$ cat config.mk
export PLATFORM = sky130hd
export DESIGN_NAME = bitop_unit
export DESIGN_NICKNAME = d
export VERILOG_FILES = /design/src/rtl/bitop_pkg.sv /design/src/rtl/bitop_mask_dec.sv /design/src/rtl/bitop_apply.sv /design/src/rtl/bitop_flags.sv /design/src/rtl/bitop_unit.sv
export SDC_FILE = /design/constraint.sdc
export NUM_CORES = 1
export LEC_CHECK = 0
export BUFFER_PORTS_ARGS = -buffer_cell sky130_fd_sc_hd__buf_2
export CAP_MARGIN = 15
export CORE_AREA = 10 10 47 49
export DETAILED_ROUTE_END_ITERATION = 10
export DIE_AREA = 0 0 57 59
export PLACE_DENSITY = 0.67
export SYNTH_ARGS = -nofsm -noshare
export SYNTH_HDL_FRONTEND = slang
export SYNTH_SLANG_ARGS = --single-unit
$ cat constraint.sdc
create_clock -name vclk -period 1.59
set_input_delay 0.318 -clock vclk [all_inputs]
set_output_delay 0.318 -clock vclk [all_outputs]
set_load 0.1 [all_outputs]
$ cat src/rtl/bitop_pkg.sv
package bitop_pkg;

    localparam int DATA_W = 8;
    localparam int SEL_W  = $clog2(DATA_W);
    localparam int FLAG_W = 8;

    // flag byte positions used by the test operation
    localparam int FLG_C = 0;
    localparam int FLG_N = 1;
    localparam int FLG_H = 4;
    localparam int FLG_Z = 6;

    typedef enum logic [1:0] {
        OP_TEST = 2'b00,
        OP_CLR  = 2'b01,
        OP_SET  = 2'b10,
        OP_RSV  = 2'b11
    } bitop_e;

    typedef struct packed {
        logic [DATA_W-1:0] data;
        logic              wr_en;
    } wb_t;

    function automatic logic is_modify(input bitop_e op);
        return (op == OP_SET) || (op == OP_CLR);
    endfunction

endpackage

$ cat src/rtl/bitop_mask_dec.sv
module bitop_mask_dec #(
    parameter int DATA_W = bitop_pkg::DATA_W,
    localparam int SEL_W = $clog2(DATA_W)
) (
    input  logic [SEL_W-1:0]  sel_i,
    output logic [DATA_W-1:0] mask_o
);
    for (genvar g = 0; g < DATA_W; g++) begin : g_bit
        assign mask_o[g] = (sel_i == SEL_W'(g));
    end
endmodule

$ cat src/rtl/bitop_apply.sv
module bitop_apply
    import bitop_pkg::*;
#(
    parameter int DATA_W = bitop_pkg::DATA_W
) (
    input  logic [DATA_W-1:0] opnd_i,
    input  logic [DATA_W-1:0] mask_i,
    input  bitop_e            op_i,
    output logic [DATA_W-1:0] data_o,
    output logic              wr_en_o
);
    always_comb begin
        unique case (op_i)
            OP_SET:  data_o = opnd_i | mask_i;
            OP_CLR:  data_o = opnd_i & ~mask_i;
            default: data_o = opnd_i;
        endcase
        wr_en_o = is_modify(op_i);
    end
endmodule

$ cat src/rtl/bitop_flags.sv
module bitop_flags
    import bitop_pkg::*;
#(
    parameter int DATA_W = bitop_pkg::DATA_W
) (
    input  logic [DATA_W-1:0] opnd_i,
    input  logic [DATA_W-1:0] mask_i,
    input  bitop_e            op_i,
    input  logic [FLAG_W-1:0] flags_i,
    output logic [FLAG_W-1:0] flags_o
);
    logic picked;

    always_comb begin
        picked  = |(opnd_i & mask_i);
        flags_o = flags_i;
        if (op_i == OP_TEST) begin
            flags_o[FLG_Z] = ~picked;
            flags_o[FLG_H] = 1'b1;
            flags_o[FLG_N] = 1'b0;
        end
    end
endmodule

$ cat src/rtl/bitop_unit.sv
module bitop_unit
    import bitop_pkg::*;
#(
    parameter int DATA_W = bitop_pkg::DATA_W,
    localparam int SEL_W = $clog2(DATA_W)
) (
    input  logic [DATA_W-1:0] opnd_i,
    input  logic [SEL_W-1:0]  bit_sel_i,
    input  logic [1:0]        op_i,
    input  logic [FLAG_W-1:0] flags_i,
    output logic [DATA_W-1:0] result_o,
    output logic              wr_en_o,
    output logic [FLAG_W-1:0] flags_o
);
    logic [DATA_W-1:0] mask;
    bitop_e            op;
    wb_t               wb;

    assign op = bitop_e'(op_i);

    bitop_mask_dec #(.DATA_W(DATA_W)) u_dec (
        .sel_i  (bit_sel_i),
        .mask_o (mask)
    );

    bitop_apply #(.DATA_W(DATA_W)) u_apply (
        .opnd_i  (opnd_i),
        .mask_i  (mask),
        .op_i    (op),
        .data_o  (wb.data),
        .wr_en_o (wb.wr_en)
    );

    bitop_flags #(.DATA_W(DATA_W)) u_flags (
        .opnd_i  (opnd_i),
        .mask_i  (mask),
        .op_i    (op),
        .flags_i (flags_i),
        .flags_o (flags_o)
    );

    assign result_o = wb.data;
    assign wr_en_o  = wb.wr_en;
endmodule

* After elaboration in Yosys (flattened, before gate mapping)
Cells that the tools add are included.
Storage, ports and cells: flip-flop bits (word level) 0, input bits 21, output and inout bits 17
Cells by class: equality and inequality tests 9, muxes and demuxes 4, bitwise logic cells 5, reduce and logical (&&, ||, !) cells 4
Operators by type and width (count):
- $and A8 B8 Y8 | 2
- $pmux W8 S2 | 1
- $eq A3 B3 Y1 const B | 4
- $not A8 Y8 | 1
- $or A8 B8 Y8 | 1
- $reduce_or A8 Y1 | 1
- $eq A3 B2 Y1 const B | 2
- $eq A3 B1 Y1 const B | 1
- $logic_not A3 Y1 | 1
- $mux W1 | 3
- $eq A2 B1 Y1 const B | 1
- $eq A2 B2 Y1 const B | 1
- $logic_not A2 Y1 | 1
- $logic_or A1 B1 Y1 | 1
- $not A1 Y1 | 1

* Logic depth before layout (Yosys ltp)
Gate-level depths: netlist (run 1).
depth in word-level cells 5, gate-level depth with buffers 5

* Cells and area by module
A second synthesis (run 1) with hierarchy kept.
Second synthesis, totals: cells, all modules 52, area, all modules 394.1 sq um
Modules (own cells, without submodules):
- bitop_apply | instances 1, cells each 30, area an instance 217.7 sq um, sequential area each 0.0 sq um
- bitop_flags | instances 1, cells each 14, area an instance 111.4 sq um, sequential area each 0.0 sq um
- bitop_mask_dec | instances 1, cells each 8, area an instance 65.1 sq um, sequential area each 0.0 sq um

* Worst setup path after synthesis (run 1)
No wires, ideal clock.
kind input to output, from input op_i[0], to output result_o[3], arrival time 3169 ps, setup slack -1897 ps, stages 5, buffers on the path 0, cells stage by stage inv_1 > ha_1 > nor2b_1 > a31oi_1 > a21oi_1
On the way: word-level cells in the longest chain between the ends 2, elaborated cells between the ends (all ways) 3, classes of those cells 2 x eq/ne; 1 x mux
RTL lines:
- start, declared | line bitop_unit.sv:9 | input logic [1:0] op_i,
- $eq A2 B1 Y1 / $eq A2 B2 Y1 (equally long branches) | line bitop_apply.sv:13 | unique case (op_i)
- $pmux W8 S2 (*) | line bitop_apply.sv:13
- end, declared | line bitop_unit.sv:11 | output logic [DATA_W-1:0] result_o,
Mark *: on every way between the ends. The rest lies on a longest branch, timed or not.

* Worst setup path after layout (run 1)
from input bit_sel_i[0], to output flags_o[6]
On the way: word-level cells in the longest chain between the ends 5, elaborated cells between the ends (all ways) 12, classes of those cells 7 x eq/ne; 1 x mux; 2 x bitwise; 2 x reduce/logical
RTL lines:
- start, declared | line bitop_unit.sv:8 | input logic [SEL_W-1:0] bit_sel_i,
- $eq A3 B1 Y1 (tied with other cells) | line bitop_mask_dec.sv:9 | assign mask_o[g] = (sel_i == SEL_W'(g));
- $and A8 B8 Y8 (*) | line bitop_flags.sv:15 | picked = |(opnd_i & mask_i);
- $reduce_or A8 Y1 (*) | line bitop_flags.sv:15
- $not A1 Y1 (*) | line bitop_flags.sv:18 | flags_o[FLG_Z] = ~picked;
- $mux W1 (*) | line bitop_flags.sv:17 | if (op_i == OP_TEST) begin
- end, declared | line bitop_unit.sv:13 | output logic [FLAG_W-1:0] flags_o
Marks and branches as above.

==> results.md, run 1 <==
| Item | This run |
| --- | --- |
| Final-report max-slew violation count | 0 |
| TritonRoute pass-1 iters | 4 |
| Hold Vio Cnt, Final | 0 |
| Part of the cycle the worst path needs | 121% |
| Power Density | 559 nW/um2 |
| Critical path data required time | 1.27 ns |
| Fin nets | 125 |
| Count of boundary I/O pins | 38 |
| Initial drt markers | 6 |
| Residual antenna-violating net count after detailed routing | 0 |
| Arrival time of data at the critical path endpoint | 1.61 ns |
| Peak supply drop | 0.391 mV |
| DRC errors left | 0 |
| Post-synth design cell area | 399 um2 |
| Area taken by flip-flops and latches | 0 um2 |
| Placeable Area | 1400 um2 |
| Fin crit period | 1.93 ns |
| Worst Path Class, Setup | input port to output pin |
| Kind of start point of the critical path | input port |
| Violations in the final reports | setup timing |
| Pin count of the biggest net entering global routing | 12 |
| Row count | 14 |
| Clock buf count | 0 |
| Number of fill cells | 93 |
| Fraction of layout cells with a size suffix above 1 | 81.8% |
| Most common cell after layout, fill and taps aside | sky130_fd_sc_hd__buf_4 |
| Overall power | 638 uW |
| Pre-CTS setup slack | -0.372 ns |
| Layout sequential cell count | 0 |
| Slowest cell on the critical path | sky130_fd_sc_hd__nor3b_1 |
| Commonest cells after routing, fill and taps aside | sky130_fd_sc_hd__buf_4, sky130_fd_sc_hd__buf_2, sky130_fd_sc_hd__buf_12 |
| Hold slack | 0.636 ns |
| Height of the die | 59 um |
| Number of antenna repair diodes | 0 |
| FMAX | 518 MHz |
| Tightest slew margin relative to the limit | 67.6% |
| Routed via count | 622 |
| Worst hold path class | input port to output pin |
| Starting Density | 28.5% |
| Total global routing track utilization | 11.3% |
| Post-synth cell types | 23 |
| Placed cell count | 112 |
| Tightest Pin Transition | 0.489 ns |
| Area grow syn2layout | 186% |
| Via count of the first global-routing pass | 668 |
| Number of antenna violations at the first check in global routing | 0 |
| Synthesis Warnings | 0 |
| RSZ-0062 raised after global routing | yes |
| Static Leak | 0.000467 uW |
| Hold_buf cts | 0 |
| Via-per-instance ratio | 5.41 |
| GRT Residual Overflow | 0 |
| Critical-path cell list | buf_8 > buf_4 > nor3b_1 > o21ai_0 > a31o_4 > buf_12 |
| Multi-input gate area | 573 um2 |
| Sum of net half-perimeters after detailed placement | 1570 um |
| Final setup vio count | 9 |
| Seq/Total Area, Yosys | 0% |
| Synth Net Count | 84 |
| Crit path max fanout | 9 |
| Total Die Area | 3360 um2 |
| Average instance area after synthesis | 6.65 um2 |
| Wirelength per Cell | 19.9 um |
| Non-filler cells in the finished layout | 115 |
| Slowest cell delay on critical path | 0.33 ns |
| Quantity of I/O buffers inserted on ports | 28 |
| Cells after synthesis | 60 |
| Wire length of the first global-routing pass | 3290 um |
| Die width | 57 um |
| Status | finished, violations left |
| Max capacitance violation total | 0 |
| Setup crit end kind | output pin |
| Final critical-path setup slack | -0.341 ns |
| Overall routed net length | 2290 um |
| Routability congestion estimate from global placement | 0.791 |
layer usage:
metal	vias up	routed length (um)	track usage, %
li1	291	-	-
met1	304	770	11.4
met2	21	1350	24.3
met3	6	82	1.29
met4	0	84	1.01
met5	-	0	0
kinds of logic (layout without fill, tap and decap cells):
| kind of cell | Yosys count | count (layout) | synth area share [%] |
|---|---|---|---|
| adder cells (fa/ha/maj) | 3 | 3 | 9.41 |
| multiplexers | 3 | 3 | 10.7 |
| buffers and inverters | 13 | 52 | 19.1 |
| AO/OA/AOI/OAI | 26 | 26 | 37.0 |
| AND/OR/NAND/NOR | 15 | 15 | 23.8 |
final cells by class:
class | count | area share [%]
Multi-Input combinational cell | 47 | 50.2
Inverter | 3 | 2.74
Timing Repair Buffer | 49 | 45.3
Tap cell | 16 | 1.75
final timing paths:
kind | from | end | slack (ns) | depth (start not counted)
worst min-delay path | flags_i[7] | flags_o[7] | 0.64 | 0
worst max-delay path | bit_sel_i[0] | flags_o[6] | -0.34 | 6
critical path: cells and delay by family:
family	cells	cell delay (ns)
compound gates	2	0.51
buf+inv	3	0.44
simple gates	1	0.33
cells in the mapped netlist (2+ instances only):
cell | n | share of area [%]
sky130_fd_sc_hd__inv_1 | 3 | 2.8
sky130_fd_sc_hd__o31ai_1 | 2 | 3.8
sky130_fd_sc_hd__buf_1 | 2 | 1.9
sky130_fd_sc_hd__nand2_1 | 2 | 1.9
sky130_fd_sc_hd__nor2b_1 | 6 | 9.4
sky130_fd_sc_hd__a21oi_1 | 11 | 14
sky130_fd_sc_hd__buf_4 | 5 | 9.4
sky130_fd_sc_hd__mux2i_1 | 2 | 5.0
sky130_fd_sc_hd__ha_1 | 3 | 9.4
sky130_fd_sc_hd__o21ai_0 | 7 | 8.8
sky130_fd_sc_hd__nand2b_1 | 2 | 3.1
sky130_fd_sc_hd__a31oi_1 | 4 | 6.3
report_power, final:
part / internal, uW / leakage [uW] / switching, uW
logic: 257 / 0.000467 / 381
registers: 0 / 0 / 0
clock network: 0 / 0 / 0
total: 257 / 0.000467 / 381
metrics by stage:
step	setup TNS (ns)	cell area (um2)	util, %
after floorplan	-3.22	586	-
after global placement	-1.97	967	69.0
after detailed placement	-2.12	967	69.0
after CTS	-1.16	1090	78.0
after global routing	-1.49	1140	81.4
final	-1.22	1140	81.4
repair_timing:
action | 4_1_cts | 5_1_grt
endpoints found under the setup margin | 10 | 9
setup buffers | 2 | 5
pin swaps | 6 | 7
gates resized for setup | 28 | 9
(Power assumes the default switching activity.)
==> run 2, diff against run 1 <==
- PLACE_DENSITY: 0.67 -> default
- PLACE_DENSITY_LB_ADDON: default -> 0.15
==> results.md, run 2 (synthesized netlist as in run 1, its figures left out) <==
| Item | This run | Change |
| --- | --- | --- |
| Via count of the first global-routing pass | 621 | was 668 |
| Die width | 57 um | unchanged |
| Min-delay src | flags_i[0] | was flags_i[7] |
| Tightest Pin Transition | 0.488 ns | was 0.489 ns |
| Start point of the critical path | op_i[1] | was bit_sel_i[0] |
| Final setup vio count | 9 | unchanged |
| Height of the die | 59 um | unchanged |
| Initial drt markers | 4 | was 6 |
| Residual antenna-violating net count after detailed routing | 0 | unchanged |
| Slowest cell on the critical path | sky130_fd_sc_hd__ha_4 | was sky130_fd_sc_hd__nor3b_1 |
| Wirelength per Cell | 14.4 um | was 19.9 um |
| Crit path max fanout | 5 | was 9 |
| Util after Layout | 79.6% | was 81.4% |
| Commonest cells after routing, fill and taps aside | sky130_fd_sc_hd__buf_4, sky130_fd_sc_hd__buf_12, sky130_fd_sc_hd__buf_2 | was sky130_fd_sc_hd__buf_4, sky130_fd_sc_hd__buf_2, sky130_fd_sc_hd__buf_12 |
| Routed via count | 571 | was 622 |
| Overall routed net length | 1640 um | was 2290 um |
| Area grow syn2layout | 180% | was 186% |
| Clock buf count | 0 | unchanged |
| Violations in the final reports | setup timing | unchanged |
| Setup crit end kind | output pin | unchanged |
| Placeable Area | 1400 um2 | unchanged |
| Fin nets | 124 | was 125 |
| Final critical-path setup slack | -0.144 ns | was -0.341 ns |
| Number of antenna repair diodes | 0 | unchanged |
| Pin count of the biggest net entering global routing | 12 | unchanged |
| Most common cell after layout, fill and taps aside | sky130_fd_sc_hd__buf_4 | unchanged |
| Tightest slew margin relative to the limit | 67.7% | was 67.6% |
| Fin crit period | 1.73 ns | was 1.93 ns |
| RSZ-0062 raised after global routing | yes | unchanged |
| Via-per-instance ratio | 5.01 | was 5.41 |
| DRC errors left | 0 | unchanged |
| Quantity of I/O buffers inserted on ports | 28 | unchanged |
| Peak supply drop | 0.373 mV | was 0.391 mV |
| Arrival time of data at the critical path endpoint | 1.42 ns | was 1.61 ns |
| Critical path data required time | 1.27 ns | about the same |
| Row count | 14 | unchanged |
| Slowest cell delay on critical path | 0.29 ns | was 0.33 ns |
| Critical-path cell list | buf_8 > inv_8 > ha_4 > nor2b_4 > a31oi_4 > a21oi_4 > buf_12 | was buf_8 > buf_4 > nor3b_1 > o21ai_0 > a31o_4 > buf_12 |
| TritonRoute pass-1 iters | 4 | unchanged |
| Worst Path Class, Setup | input port to output pin | unchanged |
| Kind of start point of the critical path | input port | unchanged |
| Routability congestion estimate from global placement | 0.758 | was 0.791 |
| FMAX | 577 MHz | was 518 MHz |
| Part of the cycle the worst path needs | 109% | was 121% |
| Sum of net half-perimeters after detailed placement | 1400 um | was 1570 um |
| Area taken by flip-flops and latches | 0 um2 | unchanged |
| Total Die Area | 3360 um2 | unchanged |
| Worst hold path class | input port to output pin | unchanged |
| Fraction of layout cells with a size suffix above 1 | 81.6% | was 81.8% |
| Count of boundary I/O pins | 38 | unchanged |
| Number of antenna violations at the first check in global routing | 0 | unchanged |
| Multi-input gate area | 549 um2 | was 573 um2 |
| Final-report max-slew violation count | 0 | unchanged |
| Static Leak | 0.000463 uW | was 0.000467 uW |
| Status | finished, violations left | unchanged |
| Non-filler cells in the finished layout | 114 | was 115 |
| Power Density | 554 nW/um2 | was 559 nW/um2 |
| Total global routing track utilization | 9.28% | was 11.3% |
| GRT Residual Overflow | 0 | unchanged |
| Number of fill cells | 94 | was 93 |
| Placed cell count | 112 | unchanged |
| Max capacitance violation total | 0 | unchanged |
| Layout sequential cell count | 0 | unchanged |
| Starting Density | 28.5% | unchanged |
| Hold_buf cts | 0 | unchanged |
| Hold Vio Cnt, Final | 0 | unchanged |
| Wire length of the first global-routing pass | 2790 um | was 3290 um |
run 2: path summary, 6_finish.rpt:
kind / to / slack, ns / cells after the start
max: result_o[3] / -0.14 / 7
min: flags_o[0] / 0.64 / 0
run 2: what timing repair did:
item                                    4_1_cts  5_1_grt
pin swaps                                     6        1
cloned                                        0        0
gates resized for setup                      30        4
endpoints found under the setup margin        9        9
setup buffers                                 2        1
run 2: cell type report:
class,instances,area share (%)
well taps,16,1.79
repair buffers,48,46.2
multi-input cells,47,49.2
inverters,3,2.80
run 2: where the power goes:
part	leakage [uW]	switching (uW)	internal (uW)
combinational	0.000463	365	253
clock	0	0	0
sequential	0	0	0
run 2: worst max-delay path, delay by kind of cell:
kind	cells	cell delay [ns]
buffers and inverters	3	0.31
adder cells (fa/ha/maj)	1	0.29
AO/OA/AOI/OAI	2	0.27
AND/OR/NAND/NOR	1	0.24
run 2: per-layer routing:
metal  wire length (um)  track usage (%)  vias up  share of wire (%)
met2                911             17.5       12                 55
met1                629             10.8      270                 38
met4                  2             1.34        0               0.12
met5                  0                0        -                  0
met3                 99             1.50        2                6.0
li1                   -                -      287                  -
run 2: through the flow:
| stage | setup TNS (ns) | instance area, um2 | total power (uW) | hold WS (ns) | setup slack [ns] |
|---|---|---|---|---|---|
| floorplan | -3.22 | 586 | 430 | 0.840 | -0.471 |
| global placement | -2.00 | 967 | 567 | 0.637 | -0.305 |
| detailed placement | -2.00 | 967 | 571 | 0.637 | -0.302 |
| CTS | -0.826 | 1080 | 613 | 0.637 | -0.158 |
| global route | -1.05 | 1120 | 642 | 0.636 | -0.176 |
| finish | -0.767 | 1120 | 619 | 0.636 | -0.144 |
==> run 3, diff against run 2 <==
==> constraint.sdc (replaced) <==
create_clock -name vclk -period 1.59
set_input_delay 0.318 -clock vclk [all_inputs]
set_output_delay 0.318 -clock vclk [all_outputs]
set_load 0.02 [all_outputs]
==> results.md, run 3 (synthesized netlist as in run 1, its figures left out) <==
| Item | This run | Change |
| --- | --- | --- |
| Status | finished, violations left | unchanged |
| Violations in the final reports | setup timing | unchanged |
| Kind of start point of the critical path | input port | unchanged |
| Clock buf count | 0 | unchanged |
| Routability congestion estimate from global placement | 0.734 | was 0.758 |
| Total global routing track utilization | 8.74% | was 9.28% |
| Via count of the first global-routing pass | 555 | was 621 |
| Area after detailed placement | 638 um2 | was 967 um2 |
| Power Density | 370 nW/um2 | was 554 nW/um2 |
| Die width | 57 um | unchanged |
| Count of boundary I/O pins | 38 | unchanged |
| Post-route cell area | 836 um2 | was 1120 um2 |
| Area grow syn2layout | 109% | was 180% |
| Hold Vio Cnt, Final | 0 | unchanged |
| Final sum of negative setup slack | -0.338 ns | was -0.767 ns |
| Util after Layout | 59.6% | was 79.6% |
| Worst hold path class | input port to output pin | unchanged |
| Tightest Pin Transition | 0.305 ns | was 0.488 ns |
| Final setup vio count | 5 | was 9 |
| Multi-input gate area | 447 um2 | was 549 um2 |
| Fin crit period | 1.69 ns | was 1.73 ns |
| Number of fill cells | 140 | was 94 |
| Tightest slew margin relative to the limit | 79.6% | was 67.7% |
| Height of the die | 59 um | unchanged |
| Buffers and inverters on the worst path | 2 | was 3 |
| Final critical-path setup slack | -0.105 ns | was -0.144 ns |
| Setup crit end kind | output pin | unchanged |
| Pin count of the biggest net entering global routing | 12 | unchanged |
| Critical-path cell list | buf_8 > nand2b_4 > mux4_2 > a31o_4 > buf_6 | was buf_8 > inv_8 > ha_4 > nor2b_4 > a31oi_4 > a21oi_4 > buf_12 |
| Starting Density | 28.5% | unchanged |
| Area taken by flip-flops and latches | 0 um2 | unchanged |
| Quantity of I/O buffers inserted on ports | 28 | unchanged |
| FMAX | 590 MHz | was 577 MHz |
| Arrival time of data at the critical path endpoint | 1.38 ns | was 1.42 ns |
| Min-delay src | flags_i[2] | was flags_i[0] |
| Wirelength per Cell | 14.8 um | was 14.4 um |
| Part of the cycle the worst path needs | 107% | was 109% |
| Hold_buf cts | 0 | unchanged |
| TritonRoute pass-1 iters | 4 | unchanged |
| Residual antenna-violating net count after detailed routing | 0 | unchanged |
| Fraction of layout cells with a size suffix above 1 | 72.3% | was 81.6% |
| Non-filler cells in the finished layout | 110 | was 114 |
| Total Die Area | 3360 um2 | unchanged |
| Slowest cell delay on critical path | 0.47 ns | was 0.29 ns |
| Cell family with most CP delay | multiplexers | was buffers and inverters |
| Row count | 14 | unchanged |
| Overall routed net length | 1630 um | was 1640 um |
| Number of antenna repair diodes | 0 | unchanged |
| Crit path max fanout | 6 | was 5 |
| Start point of the critical path | bit_sel_i[0] | was op_i[1] |
| Static Leak | 0.000371 uW | was 0.000463 uW |
| Worst Path Class, Setup | input port to output pin | unchanged |
| Pre-CTS setup slack | -0.462 ns | was -0.302 ns |
| Layout sequential cell count | 0 | unchanged |
| Commonest cells after routing, fill and taps aside | sky130_fd_sc_hd__buf_2, sky130_fd_sc_hd__buf_4, sky130_fd_sc_hd__a21oi_2 | was sky130_fd_sc_hd__buf_4, sky130_fd_sc_hd__buf_12, sky130_fd_sc_hd__buf_2 |
| Wire length of the first global-routing pass | 2570 um | was 2790 um |
| Fin nets | 120 | was 124 |
| Placeable Area | 1400 um2 | unchanged |
| Slowest cell on the critical path | sky130_fd_sc_hd__mux4_2 | was sky130_fd_sc_hd__ha_4 |
| Routed via count | 568 | was 571 |
| RSZ-0062 raised after global routing | yes | unchanged |
| Max capacitance violation total | 0 | unchanged |
| GRT Residual Overflow | 0 | unchanged |
| Number of antenna violations at the first check in global routing | 0 | unchanged |
| Sum of net half-perimeters after detailed placement | 1230 um | was 1400 um |
| Placed cell count | 106 | was 112 |
| DRC errors left | 0 | unchanged |
| Final-report max-slew violation count | 0 | unchanged |
| Critical path data required time | 1.27 ns | about the same |
| Most common cell after layout, fill and taps aside | sky130_fd_sc_hd__buf_2 | was sky130_fd_sc_hd__buf_4 |
| Initial drt markers | 11 | was 4 |
| Via-per-instance ratio | 5.16 | was 5.01 |
| Peak supply drop | 0.209 mV | was 0.373 mV |
run 3: cell type report:
class / count / share of cell area (%)
well taps: 16 / 2.40
repair buffers: 44 / 42.2
inverters: 3 / 1.95
multi-input cells: 47 / 53.4
run 3: report_power, final:
group | internal (uW) | switching (uW) | total, uW
combinational | 161 | 149 | 309
sequential | 0 | 0 | 0
clock | 0 | 0 | 0
run 3: through the flow:
stage	total power, uW	hold WS (ns)
after floorplan	162	0.749
after global placement	225	0.636
after detailed placement	226	0.636
after CTS	301	0.636
after global routing	331	0.636
final	309	0.636
run 3: final timing paths:
check                    end  slack, ns  depth (start not counted)
setup / recovery  flags_o[6]      -0.10                          5
hold / removal    flags_o[2]       0.64                          0
run 3: what timing repair did:
item                                    4_1_cts  5_1_grt
setup buffers                                 4        0
gates resized for setup                      33        7
pin swaps                                     5        2
endpoints found under the setup margin        9        9
run 3: metal layers:
| layer | global-route usage, % | wire length [um] |
|---|---|---|
| met4 | 0 | 0 |
| met5 | 0 | 0 |
| met3 | 3.43 | 178 |
| met2 | 14.6 | 752 |
| met1 | 11.0 | 701 |
